--- src/rtl/pulse_iso_pkg.sv ---
package pulse_iso_pkg;

    typedef struct packed {
        logic set;
        logic clr;
    } pulse_pair_t;

    function automatic pulse_pair_t encode_level(input logic lvl);
        pulse_pair_t p;
        p.set = lvl;
        p.clr = ~lvl;
        return p;
    endfunction

endpackage

--- src/rtl/pulse_iso_tx.sv ---
module pulse_iso_tx
    import pulse_iso_pkg::*;
#(
    parameter int REFRESH_CYC = 16
) (
    input  logic clk,
    input  logic rst,
    input  logic din,
    output logic set_o,
    output logic clr_o
);
    localparam int CW = $clog2(REFRESH_CYC + 1);
    localparam logic [CW-1:0] REFRESH_LAST = CW'(REFRESH_CYC - 1);
    localparam logic [1:0] PRIME_EMIT = 2'd2;
    localparam logic [1:0] PRIME_RUN  = 2'd3;

    typedef struct packed {
        logic          meta;
        logic          sync;
        logic          lvl;
        logic [1:0]    prime;
        logic [CW-1:0] cnt;
        pulse_pair_t   pls;
    } tx_state_t;

    tx_state_t st_d, st_q;

    always_comb begin
        st_d      = st_q;
        st_d.meta = din;
        st_d.sync = st_q.meta;
        st_d.pls  = '0;
        if (st_q.prime == PRIME_RUN) begin
            if (st_q.sync != st_q.lvl) begin
                st_d.lvl = st_q.sync;
                st_d.pls = encode_level(st_q.sync);
                st_d.cnt = '0;
            end else if (st_q.cnt == REFRESH_LAST) begin
                st_d.pls = encode_level(st_q.lvl);
                st_d.cnt = '0;
            end else begin
                st_d.cnt = st_q.cnt + 1'b1;
            end
        end else if (st_q.prime == PRIME_EMIT) begin
            st_d.lvl   = st_q.sync;
            st_d.pls   = encode_level(st_q.sync);
            st_d.cnt   = '0;
            st_d.prime = PRIME_RUN;
        end else begin
            st_d.lvl   = st_q.sync;
            st_d.prime = st_q.prime + 2'd1;
        end
    end

    always_ff @(posedge clk) begin
        if (rst) begin
            st_q <= '0;
        end else begin
            st_q <= st_d;
        end
    end

    assign set_o = st_q.pls.set;
    assign clr_o = st_q.pls.clr;

    assert_lines_exclusive_R2: assert property (@(posedge clk) disable iff (rst)
        !(set_o && clr_o));
    assert_set_one_cycle_R2: assert property (@(posedge clk) disable iff (rst)
        set_o |=> !set_o);
    assert_clr_one_cycle_R2: assert property (@(posedge clk) disable iff (rst)
        clr_o |=> !clr_o);

endmodule

--- src/rtl/pulse_iso_rx.sv ---
module pulse_iso_rx #(
    parameter int   WDOG_CYC    = 80,
    parameter bit   INVERT      = 1'b0,
    parameter logic DEFAULT_LVL = 1'b0
) (
    input  logic clk,
    input  logic rst,
    input  logic set_i,
    input  logic clr_i,
    output logic dout,
    output logic link_lost,
    output logic pulse_err
);
    localparam int CW = $clog2(WDOG_CYC + 1);
    localparam logic [CW-1:0] WDOG_LAST = CW'(WDOG_CYC - 1);
    localparam logic SET_LVL = INVERT ? 1'b0 : 1'b1;
    localparam logic CLR_LVL = ~SET_LVL;

    typedef struct packed {
        logic          out;
        logic          lost;
        logic          err;
        logic [CW-1:0] cnt;
    } rx_state_t;

    rx_state_t st_d, st_q;
    logic      lone_pulse;
    logic      collision;

    assign lone_pulse = set_i ^ clr_i;
    assign collision  = set_i & clr_i;

    always_comb begin
        st_d = st_q;
        if (collision) begin
            st_d.err = 1'b1;
        end
        if (lone_pulse) begin
            st_d.out  = set_i ? SET_LVL : CLR_LVL;
            st_d.lost = 1'b0;
            st_d.cnt  = '0;
        end else if (!st_q.lost) begin
            if (st_q.cnt == WDOG_LAST) begin
                st_d.lost = 1'b1;
                st_d.out  = DEFAULT_LVL;
            end else begin
                st_d.cnt = st_q.cnt + 1'b1;
            end
        end
    end

    always_ff @(posedge clk) begin
        if (rst) begin
            st_q.out  <= DEFAULT_LVL;
            st_q.lost <= 1'b1;
            st_q.err  <= 1'b0;
            st_q.cnt  <= '0;
        end else begin
            st_q <= st_d;
        end
    end

    assign dout      = st_q.out;
    assign link_lost = st_q.lost;
    assign pulse_err = st_q.err;

    assert_set_takes_level_R3: assert property (@(posedge clk) disable iff (rst)
        (set_i && !clr_i) |=> (dout == SET_LVL));
    assert_clr_takes_level_R3: assert property (@(posedge clk) disable iff (rst)
        (clr_i && !set_i) |=> (dout == CLR_LVL));
    assert_lost_forces_default_R6: assert property (@(posedge clk) disable iff (rst)
        link_lost |-> (dout == DEFAULT_LVL));
    assert_pulse_clears_lost_R7: assert property (@(posedge clk) disable iff (rst)
        (link_lost && (set_i ^ clr_i)) |=> !link_lost);
    assert_collision_ignored_R8: assert property (@(posedge clk) disable iff (rst)
        (set_i && clr_i) |=> ($stable(dout) && pulse_err));
    assert_err_sticky_R8: assert property (@(posedge clk) disable iff (rst)
        pulse_err |=> pulse_err);

endmodule

--- src/rtl/pulse_iso_link.sv ---
module pulse_iso_link #(
    parameter int   REFRESH_CYC = 16,
    parameter int   WDOG_CYC    = 80,
    parameter bit   INVERT      = 1'b0,
    parameter logic DEFAULT_LVL = 1'b0
) (
    input  logic clk,
    input  logic rst,
    input  logic din,
    output logic tx_set_o,
    output logic tx_clr_o,
    input  logic rx_set_i,
    input  logic rx_clr_i,
    output logic dout,
    output logic link_lost,
    output logic pulse_err
);
    pulse_iso_tx #(
        .REFRESH_CYC(REFRESH_CYC)
    ) u_tx (
        .clk  (clk),
        .rst  (rst),
        .din  (din),
        .set_o(tx_set_o),
        .clr_o(tx_clr_o)
    );

    pulse_iso_rx #(
        .WDOG_CYC   (WDOG_CYC),
        .INVERT     (INVERT),
        .DEFAULT_LVL(DEFAULT_LVL)
    ) u_rx (
        .clk      (clk),
        .rst      (rst),
        .set_i    (rx_set_i),
        .clr_i    (rx_clr_i),
        .dout     (dout),
        .link_lost(link_lost),
        .pulse_err(pulse_err)
    );

endmodule

--- config.mk ---
export PLATFORM = sky130hd
export DESIGN_NAME = pulse_iso_link
export DESIGN_NICKNAME = d
export VERILOG_FILES = /design/src/rtl/pulse_iso_pkg.sv /design/src/rtl/pulse_iso_tx.sv /design/src/rtl/pulse_iso_rx.sv /design/src/rtl/pulse_iso_link.sv
export SDC_FILE = /design/constraint.sdc
export NUM_CORES = 1
export LEC_CHECK = 0
export ABC_AREA = 0
export CAP_MARGIN = 20
export CORE_ASPECT_RATIO = 0.9
export CORE_MARGIN = 2
export CORE_UTILIZATION = 35
export DETAILED_ROUTE_END_ITERATION = 10
export MAX_ROUTING_LAYER = met4
export PLACE_DENSITY = 0.6
export SYNTH_ARGS = -nofsm -noshare
export SYNTH_HDL_FRONTEND = slang
export SYNTH_SLANG_ARGS = --single-unit
--- constraint.sdc ---
create_clock -name clk -period 1.92 [get_ports clk]
set_input_delay 0.384 -clock clk [delete_from_list [all_inputs] [get_ports clk]]
set_output_delay 0.384 -clock clk [all_outputs]
set_load 0.02 [all_outputs]
==> results of run 1 <==
[worst max-delay path by stage]
stage | startpoint | end | depth (start not counted)
floorplan | rx_clr_i | u_rx.st_q[2] | 5
global placement | rx_clr_i | u_rx.st_q[3] | 6
detailed placement | rx_clr_i | u_rx.st_q[2] | 6
CTS | u_rx.link_lost | link_lost | 1
global route | u_rx.link_lost | link_lost | 1
finish | u_rx.link_lost | link_lost | 1
[layout make-up]
class                      instances  area, sq um
clock buffer                       3         22.5
inverter                           4         15.0
fill                             283         1550
multi-input combinational         78          538
timing repair buffer              11          105
sequential                        22          440
clock inverter                     1         30.0
tap                               40         50.0
[registers in the layout (all words and copies together) (netlist names)]
name,count
u_rx.dout,1
u_rx.link_lost,1
u_rx.pulse_err,1
u_rx.st_q,7
u_tx.clr_o,1
u_tx.set_o,1
u_tx.st_d,1
u_tx.st_q,9
[logic make-up (layout without fill, tap and decap cells)]
kind of cell             Yosys count  after routing
AND/OR/NAND/NOR                   45             45
AO/OA/AOI/OAI                     22             22
flip-flops                        22             22
buffers and inverters              8             19
adder cells (fa/ha/maj)            6              6
multiplexers                       4              4
XOR/XNOR                           1              1
[metrics by stage]
step / setup slack [ps] / util, % / TNS, ps
3_3_place_gp: 65.6 / 41.8 / 0
5_1_grt: 105 / 43.7 / 0
2_1_floorplan: 646 / - / 0
3_5_place_dp: -37.1 / 41.8 / -37.1
4_1_cts: 172 / 43.7 / 0
6_report: 193 / 43.7 / 0
[cells in the final DEF, fill, tap and decap left out, drive strengths merged]
cell type	n
nand2	6
nor3	2
and4b	1
nor2b	5
a32oi	1
a21oi	5
o41ai	1
bufinv	1
clkdlybuf4s50	9
mux2i	4
nor2	7
nor3b	4
nand3	5
or3	3
dfxtp	22
and3	1
clkbuf	3
o211ai	1
a31oi	3
o21a	1
buf	2
ha	6
nand3b	2
o21ba	1
nand4b	4
inv	4
nand2b	4
a41oi	2
a211oi	1
o21bai	1
nand4	1
xnor2	1
o21ai	5
[layer usage]
metal	global-route usage, %	part of all wire, %	up-vias
met1	15.9	52	359
met4	2.54	0	0
met3	4.88	4.3	0
met5	-	0	-
li1	-	-	415
met2	18.3	43	13
[where the power goes]
part,switching [mW],internal [mW]
clock network,0.146,0.211
logic,0.0892,0.0765
registers,0.0171,0.483
==> reports/metrics.yaml, run 1 <==
status:
  status: "finished, final reports clean"
setup_path:
  ff2ff_path_depth: 4
  crit_type: "reg2out"
  reg2reg_from: "u_tx.st_q[8]"
  cp_slowest_cell: "clkdlybuf4s50_1"
  required_ps: 1540
  r2r_end: "u_tx.st_q[3]"
  path_cells: "clkdlybuf4s50_1"
  cp_max_fo: 6
  reg2reg_slack_ps: 500
  path_buf_inv: 1
  critPathArrivalTime_ps: 1340
  endpoint_kind: "output port"
  critical-path-top-delay-family: "buffers and inverters"
  max_stage_delay_ps: 630
  start_kind: "flip-flop"
timing:
  setup_violations: 0
  finalHoldViolCount: 0
  rsz0062_at_grt: "no"
  max_slew.worst_pin.slew_ps: 483
  hold-worst-slack_ps: 436
  finalCritPeriodShare_pct: 90.0
  maxSlewHeadroom_pct: 67.8
  skew_ps: 19.9
  fmax_ghz: 0.579
  report.final.slew_viol_count: 0
  post-route-min-period_ps: 1730
finish:
  fin_nets: 131
  diodes: 0
  drive_gt1_share_pct: 7.56
  fin_area_sq_um: 1200
  area_growth_syn_to_layout_pct: 19.0
  instances_no_fill: 159
grt:
  grt_pass1_wl_mm: 2.94
  grt_util_all_layers_pct: 12.3
  antenna_found_initial: 0
  grt_max_degree: 15
  globalRouteOverflowTotal: 0
  grt_pass1_vias: 678
synthesis:
  synth_warnings: 0
  synth-simple-area-share_pct: 26.8
  synth.yosys.seq_area_share_pct: 43.6
  synth-main-ff-cell: "dfxtp_1"
  synthCells: 108
  synth-xor-area-share_pct: 0.867
  ys_ff_latch: 22
  synth.avg_cell_area_sq_um: 9.35
  synth_edf_count: 0
  synthArstFlopShare_pct: 0
  synth_cell_types: 33
  synth_compound_area_share_pct: 14.3
  synth_top_family_by_area: "simple AND/OR/NAND/NOR gates"
  yosysMostFrequentCell: "dfxtp_1"
  yosys-top-cells-count: "dfxtp_1 (22), nor2_1 (7), ha_1 (6), nand2_1 (6)"
  synthMuxAreaShare_pct: 3.97
  netlist_top_cells_area: "dfxtp_1 (44%), ha_1 (7.4%), mux2i_1 (4.0%)"
  synthAdderAreaFrac_pct: 7.43
  synth_top_area_cell: "dfxtp_1"
  syn_nets: 119
  yosysTopAreaCellShare_pct: 43.6
  synthesis.area_sq_um: 1010
clock_network:
  clkSinkCount: 22
  htree_levels: 1
  cts-root-buf: "clkbuf_4"
  clock_latency_ps: 320
  numCtsBuffers: 3
  cts_tree: "done"
  cts_hold_buf: 0
  clk_pin_slew_ps: 140
  cts_resized: 0
  clockBufferDepth: 2
  cts_setup_buffers: 0
flow_run:
  cap_violations: 0
floorplanning:
  die_h_um: 55.0
  ioPinCount: 10
  initial_core_util_pct: 36.7
  dieWidth_um: 60.6
  rows: 18
  die_area_sq_um: 3330
  core_sq_um: 2750
routing:
  drtPass1Iterations: 4
  drt-initial-drc-count: 11
  antenna_left: 0
  finalWirelength_mm: 1.76
  drc: 0
  vias_per_cell: 4.95
  routedWlPerCell_um: 11.1
  dr_total_vias: 787
power_and_ir_drop:
  leakage_nw: 0.453
  peakVddDrop_mv: 0.780
  p_total_mw: 1.02
  pwr_density_cell_nw_per_um2: 852
min_path:
  hold_path.class: "reg2reg"
  hold_depth: 1
  min-delay-start: "u_tx.st_d[10]"
  hold_end: "u_tx.st_q[10]"
placed_design:
  gp_congestion: 0.745
  dpl.hpwl_mm: 1.28
  port_buffers: 9
  dp_cells: 155
  dpl_cell_area_sq_um: 1150
Note: power is estimated with default switching activity, not from simulation.
==> inputs of run 2 (changes only) <==
Settings changed: CORE_ASPECT_RATIO 0.9 to unset, CTS_CLUSTER_SIZE set to 30.
==> reports/metrics.yaml, run 2 (synthesized netlist as in run 1, its figures left out) <==
status:
  status: "finished, final reports clean"
timing:
  fin_setup_tns_ps: 0
  finalHoldViolCount: 0
  fmax_ghz: 0.575
  finalCritPeriodShare_pct: 90.5
  post-route-min-period_ps: 1740
  maxSlewHeadroom_pct: 69.8
  rsz0062_at_grt: "no"
  setup_violations: 0
  skew_ps: 3.75
  fin_ws_ps: 182
  report.final.slew_viol_count: 0
  max_slew.worst_pin.slew_ps: 452
finish:
  layout_common_cells: "dfxtp_1 (22), clkdlybuf4s50_1 (9), nor2_1 (7)"
  diodes: 0
  fillers: 273
  reg_top3: "u_tx.st_q (9), u_rx.st_q (7)"
  instances_no_fill: 149
  regMostFlops: "u_tx.st_q"
  area_growth_syn_to_layout_pct: 17.1
  fin_area_sq_um: 1180
  fin_nets: 130
  regArea_sq_um: 440
  largest_register_ff_count: 9
  final_common_cell: "dfxtp_1"
  finalCoreUtilization_pct: 42.9
  drive_gt1_share_pct: 6.78
  multi_input_area_sq_um: 538
setup_path:
  required_ps: 1540
  max_stage_delay_ps: 630
  critPathArrivalTime_ps: 1350
  cp_max_fo: 6
  path_buf_inv: 1
  critical-path-top-delay-family: "buffers and inverters"
  path_cells: "clkdlybuf4s50_1"
  start_kind: "flip-flop"
  cp_slowest_cell: "clkdlybuf4s50_1"
  endpoint_kind: "output port"
  crit_type: "reg2out"
grt:
  antenna_found_initial: 0
  grt_pass1_wl_mm: 3.21
  grt_util_all_layers_pct: 12.1
  grt_pass1_vias: 779
  globalRouteOverflowTotal: 0
  grt_max_degree: 21
power_and_ir_drop:
  leakage_nw: 0.448
  peakVddDrop_mv: 0.509
  pwr_density_cell_nw_per_um2: 863
routing:
  drt-initial-drc-count: 18
  antenna_left: 0
  routedWlPerCell_um: 11.5
  drc: 0
  vias_per_cell: 5.25
  dr_total_vias: 782
  drtPass1Iterations: 4
  finalWirelength_mm: 1.72
floorplanning:
  core_sq_um: 2760
  initial_core_util_pct: 36.6
  die_h_um: 57.7
  die_area_sq_um: 3330
  dieWidth_um: 57.7
  ioPinCount: 10
  rows: 19
clock_network:
  clk_pin_slew_ps: 130
  cts-root-buf: "clkbuf_4"
  clkSinkCount: 22
  numCtsBuffers: 3
  cts_hold_buf: 0
  clock_latency_ps: 300
  htree_levels: 1
  cts_setup_buffers: 0
  cts_tree: "done"
  cts_resized: 0
  clockBufferDepth: 2
placed_design:
  dp_cells: 145
  port_buffers: 9
  pre_cts_ws_ps: 8.62
  dpl.hpwl_mm: 1.21
  dpl_cell_area_sq_um: 1130
  gp_congestion: 0.843
min_path:
  hold_path.class: "reg2reg"
flow_run:
  cap_violations: 0
-- run 2: cell types whose count changed in the layout (fill, tap and decap cells not counted) --
cell and delta:
buf_4 -1
-- run 2: final timing paths --
| check | from | end | cells past startpoint | slack, ps |
|---|---|---|---|---|
| max | u_rx.link_lost | link_lost | 1 | 180 |
| min | u_tx.st_d[10] | u_tx.st_q[10] | 1 | 450 |
| max reg2reg | u_tx.st_q[8] | u_tx.clr_o | 4 | 510 |
| min reg2reg | u_tx.st_d[10] | u_tx.st_q[10] | 1 | 450 |
-- run 2: final cells by class --
class,count,share of cell area [%]
Inverter,4,1.27
Clock buffer,3,1.90
Multi-Input combinational cell,78,45.5
Tap cell,31,3.28
Timing Repair Buffer,10,8.25
Sequential cell,22,37.2
Clock inverter,1,2.54
-- run 2: per-stage QoR --
| step | power, mW | hold slack [ps] |
|---|---|---|
| after floorplan | 0.625 | 414 |
| after global placement | 0.670 | 421 |
| after detailed placement | 0.674 | 426 |
| after CTS | 1.03 | 458 |
| after global routing | 1.08 | 473 |
| final | 1.02 | 452 |
-- run 2: report_power, final --
part,leakage [nW],internal [mW],switching (mW)
logic,0.241,0.0750,0.0876
clock network,0.0279,0.211,0.147
registers,0.179,0.483,0.0179
total,0.448,0.768,0.252
-- run 2: per-layer routing --
metal,up-vias,track usage (%),routed length [um]
met1,362,16.3,891
met3,2,2.01,39
met2,7,19.0,776
met4,0,2.99,8
met5,-,-,0
li1,411,-,-
